--- src/rtl/lac_pkg.sv ---
package lac_pkg;

   typedef enum logic [2:0] {
      ST_IDLE    = 3'd0,
      ST_PREFILL = 3'd1,
      ST_ARMED   = 3'd2,
      ST_POST    = 3'd3,
      ST_STEP    = 3'd4,
      ST_DONE    = 3'd5
   } lac_state_e;

   typedef enum logic [1:0] {
      MODE_CENTRED = 2'd0,
      MODE_IMMED   = 2'd1,
      MODE_STEP    = 2'd2,
      MODE_RSVD    = 2'd3
   } lac_mode_e;

endpackage

--- src/rtl/lac_ptr_ctr.sv ---
module lac_ptr_ctr #(
   parameter int WIDTH = 3
) (
   input  logic             clk_i,
   input  logic             rst_i,
   input  logic             clr_i,
   input  logic             inc_i,
   output logic [WIDTH-1:0] q_o
);

   logic [WIDTH-1:0] cnt_q;

   // Wraps naturally modulo 2**WIDTH (ring depth is a power of two)
   always_ff @(posedge clk_i) begin
      if (rst_i || clr_i) cnt_q <= '0;
      else if (inc_i)     cnt_q <= cnt_q + 1'b1;
   end

   assign q_o = cnt_q;

   a_r10_clear_zero: assert property (@(posedge clk_i) disable iff (rst_i)
      clr_i |=> (q_o == '0));

endmodule

--- src/rtl/lac_seq.sv ---
module lac_seq
   import lac_pkg::*;
#(
   parameter int DEPTH = 8,
   localparam int PW   = $clog2(DEPTH)
) (
   input  logic          clk_i,
   input  logic          rst_i,
   input  logic [1:0]    mode_i,
   input  logic [PW-1:0] trig_loc_i,
   input  logic          start_i,
   input  logic          stop_i,
   input  logic          trig_i,
   input  logic [PW-1:0] wp_i,
   input  logic [PW-1:0] rd_i,
   output lac_state_e    state_o,
   output logic          wp_clr_o,
   output logic          wp_inc_o,
   output logic          rd_clr_o,
   output logic          rd_inc_o,
   output logic          wr_en_o
);

   localparam logic [PW-1:0] LAST_SLOT = PW'(DEPTH - 1);

   generate
      if (DEPTH < 2 || (DEPTH & (DEPTH - 1)) != 0) begin : g_bad_depth
         $error("lac_seq: DEPTH must be a power of two of at least 2");
      end
   endgenerate

   lac_state_e state_q, state_d;
   logic       prefill_end, ring_closed, loc_is_last;

   assign prefill_end = (wp_i == PW'(trig_loc_i - 1'b1));
   assign ring_closed = (PW'(wp_i + 1'b1) == rd_i);
   assign loc_is_last = (trig_loc_i == LAST_SLOT);

   always_comb begin
      state_d  = state_q;
      wp_clr_o = 1'b0;
      wp_inc_o = 1'b0;
      rd_clr_o = 1'b0;
      rd_inc_o = 1'b0;
      if (stop_i) begin
         state_d  = ST_IDLE;
         wp_clr_o = 1'b1;
         rd_clr_o = 1'b1;
      end else begin
         unique case (state_q)
            ST_IDLE: begin
               if (start_i) begin
                  wp_clr_o = 1'b1;
                  rd_clr_o = 1'b1;
                  unique case (lac_mode_e'(mode_i))
                     MODE_CENTRED: state_d = (trig_loc_i == '0) ? ST_ARMED : ST_PREFILL;
                     MODE_IMMED:   state_d = ST_POST;
                     MODE_STEP:    state_d = ST_STEP;
                     default:      state_d = ST_IDLE;
                  endcase
               end
            end
            ST_PREFILL: begin
               wp_inc_o = 1'b1;
               if (prefill_end) state_d = ST_ARMED;
            end
            ST_ARMED: begin
               if (trig_i) begin
                  if (loc_is_last) state_d = ST_DONE;
                  else begin
                     state_d  = ST_POST;
                     wp_inc_o = 1'b1;
                  end
               end else begin
                  wp_inc_o = 1'b1;
                  rd_inc_o = 1'b1;
               end
            end
            ST_POST: begin
               if (ring_closed) state_d = ST_DONE;
               else             wp_inc_o = 1'b1;
            end
            ST_STEP: begin
               if (trig_i) begin
                  if (wp_i == LAST_SLOT) state_d = ST_DONE;
                  else                   wp_inc_o = 1'b1;
               end
            end
            default: state_d = state_q;
         endcase
      end
   end

   always_ff @(posedge clk_i) begin
      if (rst_i) state_q <= ST_IDLE;
      else       state_q <= state_d;
   end

   assign state_o = state_q;
   assign wr_en_o = (state_q == ST_PREFILL) || (state_q == ST_ARMED) ||
                    (state_q == ST_POST) || ((state_q == ST_STEP) && trig_i);

   a_r3_prefill_step: assert property (@(posedge clk_i) disable iff (rst_i)
      (state_q == ST_PREFILL && !stop_i) |=> (wp_i == PW'($past(wp_i) + 1'b1)) && (rd_i == '0));

   a_r4_window_follow: assert property (@(posedge clk_i) disable iff (rst_i)
      (state_q == ST_ARMED && !stop_i && !trig_i) |=>
         (rd_i == PW'($past(rd_i) + 1'b1)) && (wp_i == PW'($past(wp_i) + 1'b1)));

   a_r7_post_rd_hold: assert property (@(posedge clk_i) disable iff (rst_i)
      (state_q == ST_POST && !stop_i) |=> $stable(rd_i));

   a_r8_step_hold: assert property (@(posedge clk_i) disable iff (rst_i)
      (state_q == ST_STEP && !stop_i && !trig_i) |=> $stable(wp_i));

   a_r11_done_sticky: assert property (@(posedge clk_i) disable iff (rst_i)
      (state_q == ST_DONE && !stop_i) |=> (state_q == ST_DONE));

endmodule

--- src/rtl/lac_capture_ctrl.sv ---
module lac_capture_ctrl
   import lac_pkg::*;
#(
   parameter int DEPTH = 8,
   localparam int PTR_W = $clog2(DEPTH)
) (
   input  logic             clk_i,
   input  logic             rst_i,
   input  logic [1:0]       mode_i,
   input  logic [PTR_W-1:0] trig_loc_i,
   input  logic             start_i,
   input  logic             stop_i,
   input  logic             trig_i,
   output logic             wr_en_o,
   output logic [PTR_W-1:0] wr_ptr_o,
   output logic [PTR_W-1:0] rd_ptr_o,
   output logic [2:0]       state_o
);

   lac_state_e state;
   logic       wp_clr, wp_inc, rd_clr, rd_inc;

   lac_seq #(.DEPTH(DEPTH)) i_seq (
      .clk_i     (clk_i),
      .rst_i     (rst_i),
      .mode_i    (mode_i),
      .trig_loc_i(trig_loc_i),
      .start_i   (start_i),
      .stop_i    (stop_i),
      .trig_i    (trig_i),
      .wp_i      (wr_ptr_o),
      .rd_i      (rd_ptr_o),
      .state_o   (state),
      .wp_clr_o  (wp_clr),
      .wp_inc_o  (wp_inc),
      .rd_clr_o  (rd_clr),
      .rd_inc_o  (rd_inc),
      .wr_en_o   (wr_en_o)
   );

   lac_ptr_ctr #(.WIDTH(PTR_W)) i_wr_ptr (
      .clk_i(clk_i), .rst_i(rst_i), .clr_i(wp_clr), .inc_i(wp_inc), .q_o(wr_ptr_o)
   );

   lac_ptr_ctr #(.WIDTH(PTR_W)) i_rd_ptr (
      .clk_i(clk_i), .rst_i(rst_i), .clr_i(rd_clr), .inc_i(rd_inc), .q_o(rd_ptr_o)
   );

   assign state_o = state;

   a_r9_quiet: assert property (@(posedge clk_i) disable iff (rst_i)
      (state_o == ST_IDLE || state_o == ST_DONE) |-> !wr_en_o);

   a_r10_stop: assert property (@(posedge clk_i) disable iff (rst_i)
      stop_i |=> (state_o == ST_IDLE) && (wr_ptr_o == '0) && (rd_ptr_o == '0));

   a_r2_wen_after_start: assert property (@(posedge clk_i) disable iff (rst_i)
      (state_o == ST_IDLE && start_i && !stop_i && mode_i == MODE_IMMED) |=>
         wr_en_o && (wr_ptr_o == '0));

   a_r5_done_closed: assert property (@(posedge clk_i) disable iff (rst_i)
      (state_o == ST_DONE && ($past(state_o) == ST_POST || $past(state_o) == ST_ARMED)) |->
         (PTR_W'(wr_ptr_o + 1'b1) == rd_ptr_o));

endmodule

--- config.mk ---
export PLATFORM = sky130hd
export DESIGN_NAME = lac_capture_ctrl
export DESIGN_NICKNAME = d
export VERILOG_FILES = /design/src/rtl/lac_pkg.sv /design/src/rtl/lac_ptr_ctr.sv /design/src/rtl/lac_seq.sv /design/src/rtl/lac_capture_ctrl.sv
export SDC_FILE = /design/constraint.sdc
export NUM_CORES = 1
export LEC_CHECK = 0
export BUFFER_PORTS_ARGS = -buffer_cell sky130_fd_sc_hd__buf_2
export CORE_ASPECT_RATIO = 1.2
export CORE_MARGIN = 10
export CORE_UTILIZATION = 45
export DETAILED_ROUTE_END_ITERATION = 16
export GPL_TIMING_DRIVEN = 1
export PLACE_DENSITY_LB_ADDON = 0.3
export RECOVER_POWER = 100
export SYNTH_ARGS = -nofsm -noshare
export SYNTH_HDL_FRONTEND = slang
export SYNTH_SLANG_ARGS = --single-unit
--- constraint.sdc ---
create_clock -name clk_i -period 6.4 [get_ports clk_i]
set_clock_uncertainty 0.2 [all_clocks]
set_input_delay 0.64 -clock clk_i [delete_from_list [all_inputs] [get_ports clk_i]]
set_output_delay 0.64 -clock clk_i [all_outputs]
set_load 0.02 [all_outputs]
; Word level (Yosys, flattened, before mapping)
; Index checks and enable logic that the tools add are counted.
[totals]
regBits = 9
[classes]
n_reduce_logical = 11
n_mux = 23
n_eq_ne = 16
add_sub_neg = 3
[op_table]
columns = operator, n
row1 = 2-to-1 mux 3 bit, 7
row2 = case mux 3 bit (5 select lines), 1
row3 = 2-to-1 mux 1 bit, 12
row4 = "== test 3 bit, second input constant", 3
row5 = case mux 3 bit (3 select lines), 1
row6 = AND reduction 7 bit, 1
row7 = "adder 3 x 1 -> 3 bit, second input constant", 2
row8 = "== test 3 x 2 -> 1 bit, second input constant", 2
row9 = == test 3 bit, 2
row10 = logical NOT 3 bit, 2
row11 = "!= test 2 x 1 -> 1 bit, second input constant", 3
row12 = "!= test 2 bit, second input constant", 3
row13 = nonzero test 5 bit, 1
row14 = logical OR 1 bit, 4
row15 = case mux 1 bit (4 select lines), 1
row16 = "== test 3 x 1 -> 1 bit, second input constant", 1
row17 = "subtractor 3 x 1 -> 3 bit, second input constant", 1
row18 = "== test 2 x 1 -> 1 bit, second input constant", 1
row19 = "== test 2 bit, second input constant", 1
row20 = logical NOT 2 bit, 1
row21 = 2-to-1 mux 2 bit, 1
row22 = OR reduction 2 bit, 1
row23 = logical AND 1 bit, 1

; Logic depth before layout (Yosys ltp)
[depth]
depth_word = 5
depth_mapped = 7

; Hierarchy
; From an unflattened synthesis, not the netlist that was laid out.
[hier_totals]
hier_cells = 91
hier_area_um2 = 764.5
[by_module_without_submodules]
columns = mod, area_each_um2, cells_each, instances
row1 = lac_seq, 501.7, 69, 1
row2 = lac_ptr_ctr, 131.4, 11, 2

; Worst setup path after synthesis
; Ideal clock, no wire load.
[synth_path]
path_kind = flip-flop to flip-flop
from = register i_wr_ptr.cnt_q[0], in the netlist i_wr_ptr.q_o[0]
to = register i_wr_ptr.cnt_q[1], in the netlist i_wr_ptr.q_o[1]
n_path_buf = 0
setup_slack_ns = 4.231
period_less_slack_ns = 2.169
arrival_time_ns = 1.830
stages_incl_launch_ff = 8
cell_sequence = dfxtp_1 > ha_1 > ha_1 > xnor2_1 > a311oi_1 > o31ai_2 > mux2i_1 > nor2_1
[synth_via]
elab_chain_len = 5
[synth_lines]
columns = element, line
row1 = start: declaration, lac_ptr_ctr.sv:11  ; logic [WIDTH-1:0] cnt_q;
row2 = start signal: assignment, lac_ptr_ctr.sv:16  ; else if (inc_i) cnt_q <= cnt_q + 1'b1;
row3 = adder 3 x 1 -> 3 bit or == test 3 bit (tied branches), "lac_ptr_ctr.sv:16, lac_seq.sv:36, lac_seq.sv:85"
row4 = == test 3 bit or 2-to-1 mux 1 bit (tied branches), "lac_seq.sv:36, lac_seq.sv:85"
row5 = "2-to-1 mux 1 bit, on equally long branches", "lac_seq.sv:80, lac_seq.sv:84"
row6 = case mux 1 bit (4 select lines), lac_seq.sv:50  ; unique case (state_q)
row7 = 2-to-1 mux 1 bit, lac_seq.sv:45  ; if (stop_i) begin
; Several ways; a longest one is shown, not always the timed one.
; A chain may end at the register's enable or synchronous reset.

; Final worst setup path
; Ends and elaborated chain as after synthesis.

==> results_dict.tcl <==
set metrics [dict create \
    maxSlewViolCount 0 \
    max_slew.worst_pin.slew_ns 0.7936 \
    post_cts_buffers 0 \
    startpoint_type "register" \
    slowest_stage "o31ai_1" \
    hold_end "i_wr_ptr.q_o[2]" \
    r2r_end "i_wr_ptr.q_o[1]" \
    antenna_cells 0 \
    final_common_cell "clkbuf_1" \
    clock_sinks 9 \
    gr-usage-met3_pct 3.269 \
    ys_warn_count 0 \
    drt-initial-drc-count 13 \
    post-dp-hpwl_um 1409 \
    final_nets 127 \
    dieHeight_um 65.41 \
    stdcell_count 128 \
    antenna_found_initial 0 \
    power_mw 0.1305 \
    setup_viol 0 \
    drcViolationCount 0 \
    leakagePower_nw 0.3606 \
    seq_area_frac_synth_pct 23.30 \
    synthCells 90 \
    hold_path.startpoint "i_wr_ptr.q_o[2]" \
    crit_path_frequent_cell "ha_1" \
    ir_drop_v 0.0001023 \
    setup-tns-final_ns 0 \
    hp-class "register to register" \
    worstRegToRegCells 7 \
    syn-num-nets 106 \
    synth-seq-cells 9 \
    die_w_um 57.84 \
    rsz0062_at_grt "no" \
    finalWeightedCongestion 0.8267 \
    syn_area_um2 773.2 \
    worstReg2RegStart "i_wr_ptr.q_o[0]" \
    max_clock_freq_mhz 408.9 \
    root_buffer "clkbuf_4" \
    cts_buffer_depth 2 \
    layout_common_cells "clkbuf_1 (11), nor2_1 (10), dfxtp_1 (9), buf_2 (9), ha_1 (6)" \
    r2r_slack_ns 3.95 \
    dpl.cell_count 124 \
    clk_latency_ns 0.25 \
    cts_resized 0 \
    cp.arrival_ns 2.36 \
    area_delta_synth_final_pct 11.16 \
    ant_nets 0 \
    io_pins 20 \
    dieArea_um2 3783 \
    grt_max_degree 18 \
    met1_usage_pct 9.514 \
    ctsHoldBuffers 0 \
    ys_types 38 \
    synth_area_per_cell_um2 8.592 \
    cp_max_fo 5 \
    htreeDepth 1 \
    fin_crit_sh_pct 38.21 \
    num_vias 705 \
    routed_wl_um 1671 \
    cp_slowest_stage_delay_ns 0.61 \
    grt_usage_pct 9.080 \
    met2_usage_pct 16.40 \
    grt_pass1_wl_um 2925 \
    slew_headroom_pct 46.64 \
    hold_path_depth 2 \
    overflow 0 \
    cts_tree "done" \
    numCtsBuffers 3 \
    wl_per_cell_um 13.05 \
    drt_first_pass_iters 4 \
    row_count 16 \
    crit_chain "ha_1 > ha_1 > xnor2_1 > a311oi_1 > o31ai_1 > mux2i_1 > nor2_1" \
    cts.clk_slew.worst_paths_ns 0.06 \
    grt-busiest-layer "met2" \
    crit_type "register to register" \
    core_um2 1642 \
    layout-drive-gt1-share_pct 15.45 \
    hold_viol 0 \
    initial_core_util_pct 47.10 \
    cp.required_ns 6.31 \
    end_kind "register" \
    grt_pass1_vias 717 \
    fin_crit_ns 2.445 \
    via_per_inst 5.508 \
    maxCapViolations 0 \
    portBuffers 19 \
    pwr_density_cell_nw_per_um2 151.8 \
    status "finished clean" \
]
-- Yosys cell counts (all sizes together) --
| library cell | count | area share [%] |
|---|---|---|
| buf | 3 | 3.9 |
| nor2 | 10 | 4.9 |
| o31ai | 2 | 2.6 |
| inv | 5 | 2.4 |
| dfxtp | 9 | 23 |
| o21bai | 1 | 1.5 |
| a21o | 1 | 0.97 |
| a21oi | 5 | 3.2 |
| a211oi | 1 | 0.97 |
| a311oi | 2 | 2.3 |
| nor4 | 2 | 2.4 |
| nor3 | 2 | 1.3 |
| xnor2 | 4 | 4.5 |
| nor3b | 1 | 0.97 |
| nand2b | 5 | 4.0 |
| a21boi | 2 | 1.9 |
| nand3 | 1 | 0.65 |
| mux2i | 3 | 3.9 |
| ha | 6 | 9.7 |
| or3b | 1 | 1.1 |
| or3 | 1 | 0.81 |
| xnor3 | 1 | 3.1 |
| o21ai | 3 | 1.9 |
| or2 | 1 | 0.81 |
| o22ai | 1 | 0.81 |
| o21a | 2 | 1.9 |
| o21ba | 1 | 1.3 |
| nand4 | 1 | 0.81 |
| and2 | 1 | 0.81 |
| a31oi | 2 | 2.4 |
| nand4b | 1 | 1.1 |
| nand2 | 4 | 1.9 |
| xor2 | 5 | 5.7 |
-- layer usage --
metal / wire, um / up-vias
met2: 870 / 13
met1: 713 / 327
met4: 0 / 0
met5: 0 / -
met3: 87 / 0
li1: - / 365
-- layout make-up --
type	instances	area, um2
multi-input combinational	73	529.3
tap	18	22.52
inverter	5	18.77
timing repair buffer	19	82.58
sequential	9	180.2
fill	184	782.0
clock buffer	4	26.28
-- worst max-delay path, delay by kind of cell (launching register included) --
kind | cells | cell delay, ns
flops | 1 | 0.36
fa+ha+maj | 2 | 0.52
compound gates | 2 | 0.76
mux | 1 | 0.28
simple gates | 1 | 0.05
xor+xnor | 1 | 0.14
-- worst max path at each step --
stage | to | slack (ns) | cells after the start | start
global route | i_wr_ptr.q_o[1] | 3.84 | 7 | i_wr_ptr.q_o[0]
global placement | i_wr_ptr.q_o[0] | 4.17 | 7 | trig_loc_i[0]
detailed placement | i_seq.state_o[2] | 4.16 | 7 | trig_loc_i[0]
finish | i_wr_ptr.q_o[1] | 3.95 | 7 | i_wr_ptr.q_o[0]
CTS | i_wr_ptr.q_o[1] | 4.11 | 7 | i_wr_ptr.q_o[0]
floorplan | i_wr_ptr.q_o[1] | 4.23 | 7 | i_wr_ptr.q_o[0]
-- flip-flops by register name, summed over array words and instances, names as in the netlist --
signal         count
i_rd_ptr.q_o       3
i_seq.state_o      3
i_wr_ptr.q_o       3
-- power by group --
part	leakage, nW	switching [mW]	internal, mW
Combinational	0.273	0.0153	0.0128
Clock	0.0150	0.0183	0.0239
Sequential	0.0727	0.00314	0.0569
-- metrics by stage --
step	cell area (um2)	hold slack, ns	util, %	setup slack (ns)
floorplan	773.2	0.4170	-	4.231
global placement	860.8	0.3491	52.44	4.174
detailed placement	860.8	0.3520	52.44	4.160
CTS	887.1	0.3723	54.04	4.109
global route	859.6	0.4189	52.36	3.844
finish	859.6	0.3684	52.36	3.955
-- cell families (layout without fill, tap and decap cells) --
kind of cell,Yosys count,count (layout),synth area share (%)
buffers and inverters,8,28,6.311
DFF,9,9,23.30
AOI/OAI and AO/OA,23,23,21.84
muxes,3,3,3.884
and+or+nand+nor,31,31,21.69
adders and majority gates,6,6,9.708
xor gates and xnor gates,10,10,13.27
No activity file was read; power rests on OpenSTA's default activity.
